## config.mk

```make
export PLATFORM = sky130hd
export DESIGN_NAME = irq_entry_seq
export DESIGN_NICKNAME = d
export VERILOG_FILES = /design/src/rtl/iseq_pkg.sv /design/src/rtl/iseq_pend.sv /design/src/rtl/iseq_step.sv /design/src/rtl/iseq_bus.sv /design/src/rtl/irq_entry_seq.sv
export SDC_FILE = /design/constraint.sdc
export NUM_CORES = 1
export LEC_CHECK = 0
export ABC_AREA = 1
export BUFFER_PORTS_ARGS = -buffer_cell sky130_fd_sc_hd__buf_2
export CAP_MARGIN = 20
export CORE_ASPECT_RATIO = 1.75
export CORE_MARGIN = 10
export CORE_UTILIZATION = 41
export DETAILED_ROUTE_END_ITERATION = 10
export GPL_ROUTABILITY_DRIVEN = 0
export GPL_TIMING_DRIVEN = 0
export HOLD_SLACK_MARGIN = 0.03
export PLACE_DENSITY = 0.76
export SYNTH_ARGS = -nofsm -noshare
export SYNTH_HDL_FRONTEND = slang
export SYNTH_SLANG_ARGS = --single-unit
```

## constraint.sdc

```tcl
create_clock -name clk_i -period 1.77 [get_ports clk_i]
set_clock_uncertainty 0.2 [all_clocks]
set_input_delay 0.0885 -clock clk_i [delete_from_list [all_inputs] [get_ports clk_i]]
set_output_delay 0.0885 -clock clk_i [all_outputs]
set_load 0.02 [all_outputs]
```

## src/rtl/iseq_pkg.sv

```systemverilog
package iseq_pkg;
  localparam int STEP_W = 3;
  typedef logic [STEP_W-1:0] step_t;

  localparam step_t ST_IDLE    = 3'd0;
  localparam step_t ST_FETCH   = 3'd1;
  localparam step_t ST_DUMMY   = 3'd2;
  localparam step_t ST_PUSH_HI = 3'd3;
  localparam step_t ST_PUSH_LO = 3'd4;
  localparam step_t ST_PUSH_ST = 3'd5;
  localparam step_t ST_VEC_LO  = 3'd6;
  localparam step_t ST_VEC_HI  = 3'd7;

  typedef enum logic [1:0] {VSEL_IRQ, VSEL_NMI, VSEL_RES} vsel_e;

  // low three address bits of the vector's first byte
  function automatic logic [2:0] vsel_code(vsel_e v);
    case (v)
      VSEL_NMI: return 3'b010;
      VSEL_RES: return 3'b100;
      default:  return 3'b110;
    endcase
  endfunction

  function automatic logic is_push(step_t s);
    return (s == ST_PUSH_HI) || (s == ST_PUSH_LO) || (s == ST_PUSH_ST);
  endfunction
endpackage

```

## src/rtl/iseq_pend.sv

```systemverilog
module iseq_pend
  import iseq_pkg::*;
(
  input  logic  clk_i,
  input  logic  rst_ni,
  input  logic  irq_ni,
  input  logic  i_flag_i,
  input  logic  nmi_taken_i,
  input  step_t step_i,
  input  logic  enter_vec_i,
  input  logic  res_act_i,
  output logic  hw_pend_o,
  output logic  nmi_now_o
);
  logic hw_q, hw_d;
  logic nmi_q, nmi_d;
  logic irq_src;

  assign irq_src   = !irq_ni && !i_flag_i;
  assign nmi_now_o = nmi_q || nmi_taken_i;

  always_comb begin
    if (enter_vec_i || step_i == ST_VEC_LO) hw_d = 1'b0;
    else                                     hw_d = hw_q || irq_src || nmi_now_o;
    // NMI is consumed only when its vector is the one chosen
    if (enter_vec_i && !res_act_i) nmi_d = 1'b0;
    else                           nmi_d = nmi_now_o;
  end

  always_ff @(posedge clk_i or negedge rst_ni) begin
    if (!rst_ni) begin
      hw_q  <= 1'b0;
      nmi_q <= 1'b0;
    end else begin
      hw_q  <= hw_d;
      nmi_q <= nmi_d;
    end
  end

  assign hw_pend_o = hw_q;
endmodule

```

## src/rtl/iseq_step.sv

```systemverilog
module iseq_step
  import iseq_pkg::*;
#(
  parameter int              DATA_W  = 8,
  parameter logic [DATA_W-1:0] IR_INIT = 8'hEA
) (
  input  logic              clk_i,
  input  logic              rst_ni,
  input  logic              res_i,
  input  logic              rdy_i,
  input  logic              sync_i,
  input  logic [DATA_W-1:0] opcode_i,
  input  logic              hw_pend_i,
  output step_t             step_q_o,
  output step_t             step_d_o,
  output logic [DATA_W-1:0] ir_o,
  output logic              res_act_o,
  output logic              res_act_d_o,
  output logic              jammed_o,
  output logic              push_adv_o,
  output logic              enter_vec_o
);
  step_t             step_q, step_d;
  logic [DATA_W-1:0] ir_q, ir_d;
  logic              res_q, res_d;
  logic              jam_q, jam_d;

  always_comb begin
    step_d = step_q;
    ir_d   = ir_q;
    res_d  = res_q;
    jam_d  = jam_q;
    if (res_i) begin
      step_d = ST_FETCH;
      ir_d   = '0;
      res_d  = 1'b1;
      jam_d  = 1'b1;
    end else if (rdy_i) begin
      case (step_q)
        ST_IDLE: if (sync_i) begin
          ir_d  = hw_pend_i ? '0 : opcode_i;
          jam_d = hw_pend_i;
          if (ir_d == '0) step_d = ST_DUMMY;
        end
        ST_VEC_HI: begin
          step_d = ST_IDLE;
          res_d  = 1'b0;
        end
        default: step_d = step_q + 3'd1;
      endcase
    end
  end

  always_ff @(posedge clk_i or negedge rst_ni) begin
    if (!rst_ni) begin
      step_q <= ST_IDLE;
      ir_q   <= IR_INIT;
      res_q  <= 1'b0;
      jam_q  <= 1'b0;
    end else begin
      step_q <= step_d;
      ir_q   <= ir_d;
      res_q  <= res_d;
      jam_q  <= jam_d;
    end
  end

  assign step_q_o    = step_q;
  assign step_d_o    = step_d;
  assign ir_o        = ir_q;
  assign res_act_o   = res_q;
  assign res_act_d_o = res_d;
  assign jammed_o    = jam_q;
  assign push_adv_o  = !res_i && rdy_i && is_push(step_q);
  assign enter_vec_o = !res_i && rdy_i && (step_q == ST_PUSH_ST);
endmodule

```

## src/rtl/iseq_bus.sv

```systemverilog
module iseq_bus
  import iseq_pkg::*;
#(
  parameter int                DATA_W     = 8,
  parameter int                B_POS      = 4,
  parameter int                U_POS      = 5,
  parameter logic [DATA_W-1:0] STACK_PAGE = 8'h01,
  parameter logic [DATA_W-1:0] SP_INIT    = 8'hFF,
  localparam int               ADDR_W     = 2 * DATA_W
) (
  input  logic              clk_i,
  input  logic              rst_ni,
  input  step_t             step_q_i,
  input  step_t             step_d_i,
  input  logic              res_act_i,
  input  logic              res_act_d_i,
  input  logic              rdy_i,
  input  logic              op_store_i,
  input  logic              php_push_i,
  input  logic [ADDR_W-1:0] pc_i,
  input  logic [DATA_W-1:0] status_i,
  input  logic              hw_pend_i,
  input  logic              enter_vec_i,
  input  logic              nmi_now_i,
  input  logic              push_adv_i,
  output logic [ADDR_W-1:0] addr_o,
  output logic [DATA_W-1:0] db_o,
  output logic              rw_o
);
  logic [DATA_W-1:0] sp_q;
  vsel_e             vsel_q;
  logic              rw_q, php_q;
  logic              wr_req;
  logic [DATA_W-1:0] st_push;
  logic [ADDR_W-1:0] vec_lo;

  // write request for the coming cycle, gated by reset-in-progress and RDY
  assign wr_req = op_store_i || php_push_i || is_push(step_d_i);

  always_ff @(posedge clk_i or negedge rst_ni) begin
    if (!rst_ni) begin
      sp_q   <= SP_INIT;
      vsel_q <= VSEL_IRQ;
      rw_q   <= 1'b1;
      php_q  <= 1'b0;
    end else begin
      if (push_adv_i) sp_q <= sp_q - 1'b1;
      if (enter_vec_i) begin
        if (res_act_i)      vsel_q <= VSEL_RES;
        else if (nmi_now_i) vsel_q <= VSEL_NMI;
        else                vsel_q <= VSEL_IRQ;
      end
      rw_q  <= !(wr_req && !res_act_d_i && rdy_i);
      php_q <= php_push_i;
    end
  end

  always_comb begin
    st_push        = status_i;
    st_push[U_POS] = 1'b1;
    st_push[B_POS] = !hw_pend_i;
  end

  assign vec_lo = {{(ADDR_W-3){1'b1}}, vsel_code(vsel_q)};

  always_comb begin
    case (step_q_i)
      ST_PUSH_HI, ST_PUSH_LO, ST_PUSH_ST: addr_o = {STACK_PAGE, sp_q};
      ST_VEC_LO: addr_o = vec_lo;
      ST_VEC_HI: addr_o = vec_lo | {{(ADDR_W-1){1'b0}}, 1'b1};
      default:   addr_o = '0;
    endcase
    case (step_q_i)
      ST_PUSH_HI: db_o = pc_i[ADDR_W-1:DATA_W];
      ST_PUSH_LO: db_o = pc_i[DATA_W-1:0];
      ST_PUSH_ST: db_o = st_push;
      ST_IDLE:    db_o = php_q ? st_push : '0;
      default:    db_o = '0;
    endcase
  end

  assign rw_o = rw_q;
endmodule

```

## src/rtl/irq_entry_seq.sv

```systemverilog
module irq_entry_seq
  import iseq_pkg::*;
#(
  parameter int                DATA_W     = 8,
  parameter int                B_POS      = 4,
  parameter int                U_POS      = 5,
  parameter logic [DATA_W-1:0] STACK_PAGE = 8'h01,
  parameter logic [DATA_W-1:0] SP_INIT    = 8'hFF,
  parameter logic [DATA_W-1:0] IR_INIT    = 8'hEA,
  localparam int               ADDR_W     = 2 * DATA_W
) (
  input  logic              clk_i,
  input  logic              rst_ni,
  input  logic              res_i,
  input  logic              irq_ni,
  input  logic              i_flag_i,
  input  logic              nmi_taken_i,
  input  logic              rdy_i,
  input  logic              sync_i,
  input  logic [DATA_W-1:0] opcode_i,
  input  logic              op_store_i,
  input  logic              php_push_i,
  input  logic [ADDR_W-1:0] pc_i,
  input  logic [DATA_W-1:0] status_i,
  output logic [DATA_W-1:0] ir_o,
  output logic [2:0]        step_o,
  output logic              hw_pend_o,
  output logic              pc_inc_o,
  output logic              set_i_o,
  output logic [ADDR_W-1:0] addr_o,
  output logic [DATA_W-1:0] db_o,
  output logic              rw_o
);
  step_t step_q, step_d;
  logic  res_act, res_act_d, jammed, push_adv, enter_vec;
  logic  hw_pend, nmi_now;

  iseq_pend u_pend (
    .clk_i       (clk_i),
    .rst_ni      (rst_ni),
    .irq_ni      (irq_ni),
    .i_flag_i    (i_flag_i),
    .nmi_taken_i (nmi_taken_i),
    .step_i      (step_q),
    .enter_vec_i (enter_vec),
    .res_act_i   (res_act),
    .hw_pend_o   (hw_pend),
    .nmi_now_o   (nmi_now)
  );

  iseq_step #(.DATA_W(DATA_W), .IR_INIT(IR_INIT)) u_step (
    .clk_i       (clk_i),
    .rst_ni      (rst_ni),
    .res_i       (res_i),
    .rdy_i       (rdy_i),
    .sync_i      (sync_i),
    .opcode_i    (opcode_i),
    .hw_pend_i   (hw_pend),
    .step_q_o    (step_q),
    .step_d_o    (step_d),
    .ir_o        (ir_o),
    .res_act_o   (res_act),
    .res_act_d_o (res_act_d),
    .jammed_o    (jammed),
    .push_adv_o  (push_adv),
    .enter_vec_o (enter_vec)
  );

  iseq_bus #(
    .DATA_W(DATA_W), .B_POS(B_POS), .U_POS(U_POS),
    .STACK_PAGE(STACK_PAGE), .SP_INIT(SP_INIT)
  ) u_bus (
    .clk_i       (clk_i),
    .rst_ni      (rst_ni),
    .step_q_i    (step_q),
    .step_d_i    (step_d),
    .res_act_i   (res_act),
    .res_act_d_i (res_act_d),
    .rdy_i       (rdy_i),
    .op_store_i  (op_store_i),
    .php_push_i  (php_push_i),
    .pc_i        (pc_i),
    .status_i    (status_i),
    .hw_pend_i   (hw_pend),
    .enter_vec_i (enter_vec),
    .nmi_now_i   (nmi_now),
    .push_adv_i  (push_adv),
    .addr_o      (addr_o),
    .db_o        (db_o),
    .rw_o        (rw_o)
  );

  assign step_o    = step_q;
  assign hw_pend_o = hw_pend;
  assign pc_inc_o  = (step_q == ST_DUMMY) && !jammed;
  assign set_i_o   = (step_q == ST_VEC_LO);
endmodule

```

==> results.md <==
- The number of fillers in the final layout is around 280.
- The most used flip-flop cell after synthesis is sky130_fd_sc_hd__dfstp_2.
- The count of buffers inserted at the top-level ports is 78.
- The final net count is 369.
- The total iterations of the first detailed-routing run is 4.
- The I/O pin count is 81.
- In this run the remaining antenna-violating nets after routing total 0.
- Measured on the finished design, the core utilization comes to 0.7126.
- The routed design could run at a clock period as short as between 1500 and 2000 ps.
- The wire length per cell after detailed routing is 15.81 um.
- The setup path with the least slack is of type reg -> out.
- Of all flip-flops after synthesis, the portion carrying an async set or reset was 1.000.
- Clock latency on the worst-skew pair, taken at its later pin, is about 270 ps.
- The maximum vdd ir drop is roughly 700 uV.
- The die covers between 7000 and 8000 um^2.
- The total CTS buffers is 3.
- At the worst endpoint, the arrival time is between 1500 and 2000 ps.
- The final reports fail on setup timing.
- The share of synthesized area occupied by flip-flops and latches is 0.4245.
- The number of antenna diodes in the final layout is 0.
- The maximum number of pins on one net before global-route repair is 28.
- Across the run, the number of max-cap violations was 0.
- The fraction of layout cells with a size suffix above 1 is 0.5455.
- The maximum fanout along the worst path is 8.
- The layout overhead on the synthesized area is 68.74%.
- The completed layout was analyzed and its total power is between 2 and 2.5 mW.
- The worst-case setup margin in the final layout is -208.1 ps.
- The tightest hold path in the finished design has a slack of between 60 and 70 ps.
- The first global-routing pass estimated 8528 um of wire.
- The hold violation count in the final report is 0.
- Synthesis produced a netlist whose cell count is approximately 210.
- The flow ran to the end, but the final reports show violations.
- The sort of element at the start of the critical path is a flip-flop.
- Global routing finished with a remaining overflow of 0.
- Based on the critical path, the design can be clocked at up to between 0.5 and 0.6 GHz.
- For this configuration, the core starts out at a cell density of 0.4223.
- The residual DRC count is 0.
- The level count of the clock H-tree is 1.
- In the global route stage, overall resource usage came out at 0.1536.
- The number of pins exceeding their max-slew limit in the final report was 0.
- Setup repair after global routing could not meet its margin everywhere.
- The leakage power figure is 1.442 nW.
- When the netlist entered floorplanning its net count stood at 260.
- The class of the most critical hold timing path is in -> reg.
- Ranked by total cell area, the synthesized netlist is headed by sky130_fd_sc_hd__dfstp_2 (23%), sky130_fd_sc_hd__dfrtp_1 (20%), sky130_fd_sc_hd__nand2_1 (13%).
- Leaving out filler cells and counting taps, the final layout contains between 300 and 400.
- The core region is between 3000 and 4000 um^2.
- The tree is rooted in a sky130_fd_sc_hd__clkbuf_8.
- The max-slew headroom at the worst pin is 0.5933.
- Measured along the y axis, the die boundary spans between 100 and 150 um.
- Setup violations remaining at the end of the flow were counted as 30.
- Including well taps, the total number of placed cells is ~340.
- The number of global-route vias before repair came to approximately 1800.
- The total power density per cell area is between 800 and 900 nW/um^2.
- The transition time at the pin with the least slew margin is slightly above 600 ps.
- The via count is around 1800.
- The initial antenna violation count is 0.
- STA classifies the critical path endpoint as an output port.
- The number of enable-type register cells in the synthesized netlist is 0.
- The floorplan has 30 rows.
- Dividing the final minimum period by the clock period gives 1.118.
- After clock tree synthesis, the clock-pin slew on the worst setup and hold paths is roughly 90 ps.
- By instance count, the leading cell after synthesis is sky130_fd_sc_hd__nand2_1.
- The die boundary width is between 60 and 70 um.
- Summed over all layers, the routed wires come to approximately 5800 um.
- The synthesized design contains 27 register bits.
- Dividing the synthesized area by the synthesized cell count gives slightly below 8 um^2.
- Ranked by instance count, the synthesized netlist is headed by sky130_fd_sc_hd__nand2_1 (56), sky130_fd_sc_hd__inv_1 (36), sky130_fd_sc_hd__nor2_1 (18), sky130_fd_sc_hd__o21ai_0 (17), sky130_fd_sc_hd__dfstp_2 (14).
- During synthesis, Yosys emitted a total of 0 warnings.
- The number of sinks handled by clock tree synthesis is 27.
- The cell type with the largest total area after synthesis is sky130_fd_sc_hd__dfstp_2.
- The ratio of routed vias to standard cells is between 4 and 5.
- Detailed placement finished with a half-perimeter wire length of 3924 um.
- The maximum count of clock buffers along a single path is 2.
- After synthesis the cells add up to 1633 um^2.
- The unique cell type count in the Yosys netlist is 26.
- The fraction of post-synthesis cell area in the top cell type by area is 0.2253.
- Data on the critical path is required at its endpoint by ~1500 ps.
- The DRC marker count from the first detailed-route iteration is 74.
- TritonCTS built the clock tree.
==> flip-flops by register name (all words and copies together) (netlist names) <==
register and cells:
u_pend.nmi_q 1, u_bus.sp_q 8, u_pend.hw_pend_o 1, u_step.res_act_o 1, u_step.ir_o 8, u_bus.vsel_q 2, u_bus.php_q 1, u_step.step_q_o 3
u_bus.rw_o 1, u_step.jammed_o 1
==> critical path: stages (launching register included) <==
cell and delay [ps]:
sky130_fd_sc_hd__dfrtp_2 480, sky130_fd_sc_hd__ha_4 200, sky130_fd_sc_hd__ha_4 180, sky130_fd_sc_hd__inv_4 60, sky130_fd_sc_hd__nand3_4 130, sky130_fd_sc_hd__inv_8 130, sky130_fd_sc_hd__o21ai_2 90, sky130_fd_sc_hd__buf_6 140
==> cells in the final DEF, fill, tap and decap left out, drive strengths merged <==
cell type,count
buf,95
a21oi,5
a22oi,1
inv,38
nor3,1
nor4,1
nand4,1
a22o,3
nand2,58
dfrtp,13
o22ai,2
dlygate4sd3,16
a211oi,1
o21ai,18
a31oi,1
ha,7
xor2,7
nor2,19
dfstp,14
a221o,1
nand3,13
clkinv,1
clkbuf,3
==> stage by stage <==
step                      worst slack (ps)  setup TNS [ps]  instance area (um^2)
after detailed placement            -273.7           -1739                  2121
after CTS                           -156.4           -3031                  2540
after floorplan                     -101.8          -200.9                  1670
after global routing                -254.1           -5642                  2755
after global placement              -216.4           -1537                  2121
final                               -208.1           -3739                  2755
==> routing by layer <==
metal  part of all wire  wire length (um)  track usage
met1               0.34              1998       0.1589
met2               0.59              3409       0.3028
met3              0.047               274      0.01618
met4              0.021               122      0.04603
met5                  0                 0            0
==> power breakdown <==
| group | total (mW) | internal (mW) | switching (mW) |
|---|---|---|---|
| Sequential | 0.870 | 0.770 | 0.101 |
| Combinational | 1.02 | 0.439 | 0.583 |
| Clock | 0.354 | 0.158 | 0.196 |
| Total | 2.25 | 1.37 | 0.879 |
==> area by class of cell <==
cell class                 instances  area (um^2)  share of cell area
sequential                        27        696.9              0.2530
tap                               48        60.06             0.02180
timing repair buffer             105        745.7              0.2707
multi-input combinational        139        991.0              0.3597
inverter                          38        170.2             0.06176
buffer                             6        45.04             0.01635
clock inverter                     1        5.005            0.001817
clock buffer                       3        41.29             0.01499
==> path summary, 6_finish.rpt <==
| path | startpoint | endpoint | slack, ps | cells past startpoint |
|---|---|---|---|---|
| setup / recovery | u_step.step_q_o[1] | addr_o[1] | -210 | 7 |
| hold / removal | sync_i | u_step.ir_o[7] | 60 | 5 |
| setup reg to reg | u_step.step_q_o[1] | u_bus.sp_q[7] | -130 | 8 |
| hold reg to reg | u_step.ir_o[2] | u_step.ir_o[2] | 290 | 2 |
| max in group asynchronous | rst_ni | u_step.step_q_o[2] | 780 | 2 |
| min in group asynchronous | rst_ni | u_step.ir_o[0] | 150 | 2 |
==> logic make-up (layout without fill, tap and decap cells) <==
group | Yosys count | in the layout | synth area share
adder cells (fa/ha/maj) | 7 | 7 | 0.05364
AND/OR/NAND/NOR | 93 | 93 | 0.2506
flip-flops | 27 | 27 | 0.4245
AO/OA/AOI/OAI | 32 | 32 | 0.1157
XOR/XNOR | 7 | 7 | 0.03755
buffers and inverters | 45 | 153 | 0.1180
==> what timing repair did <==
| item | 4_1_cts | 5_1_grt |
|---|---|---|
| pin swaps | 6 | 10 |
| resized for setup | 58 | 51 |
| hold endpoints to repair | 42 | 0 |
| setup endpoints to repair | 29 | 43 |
| hold buffers | 16 | 0 |
| buffers inserted | 7 | 4 |
Power figures use the tool's default switching activity.
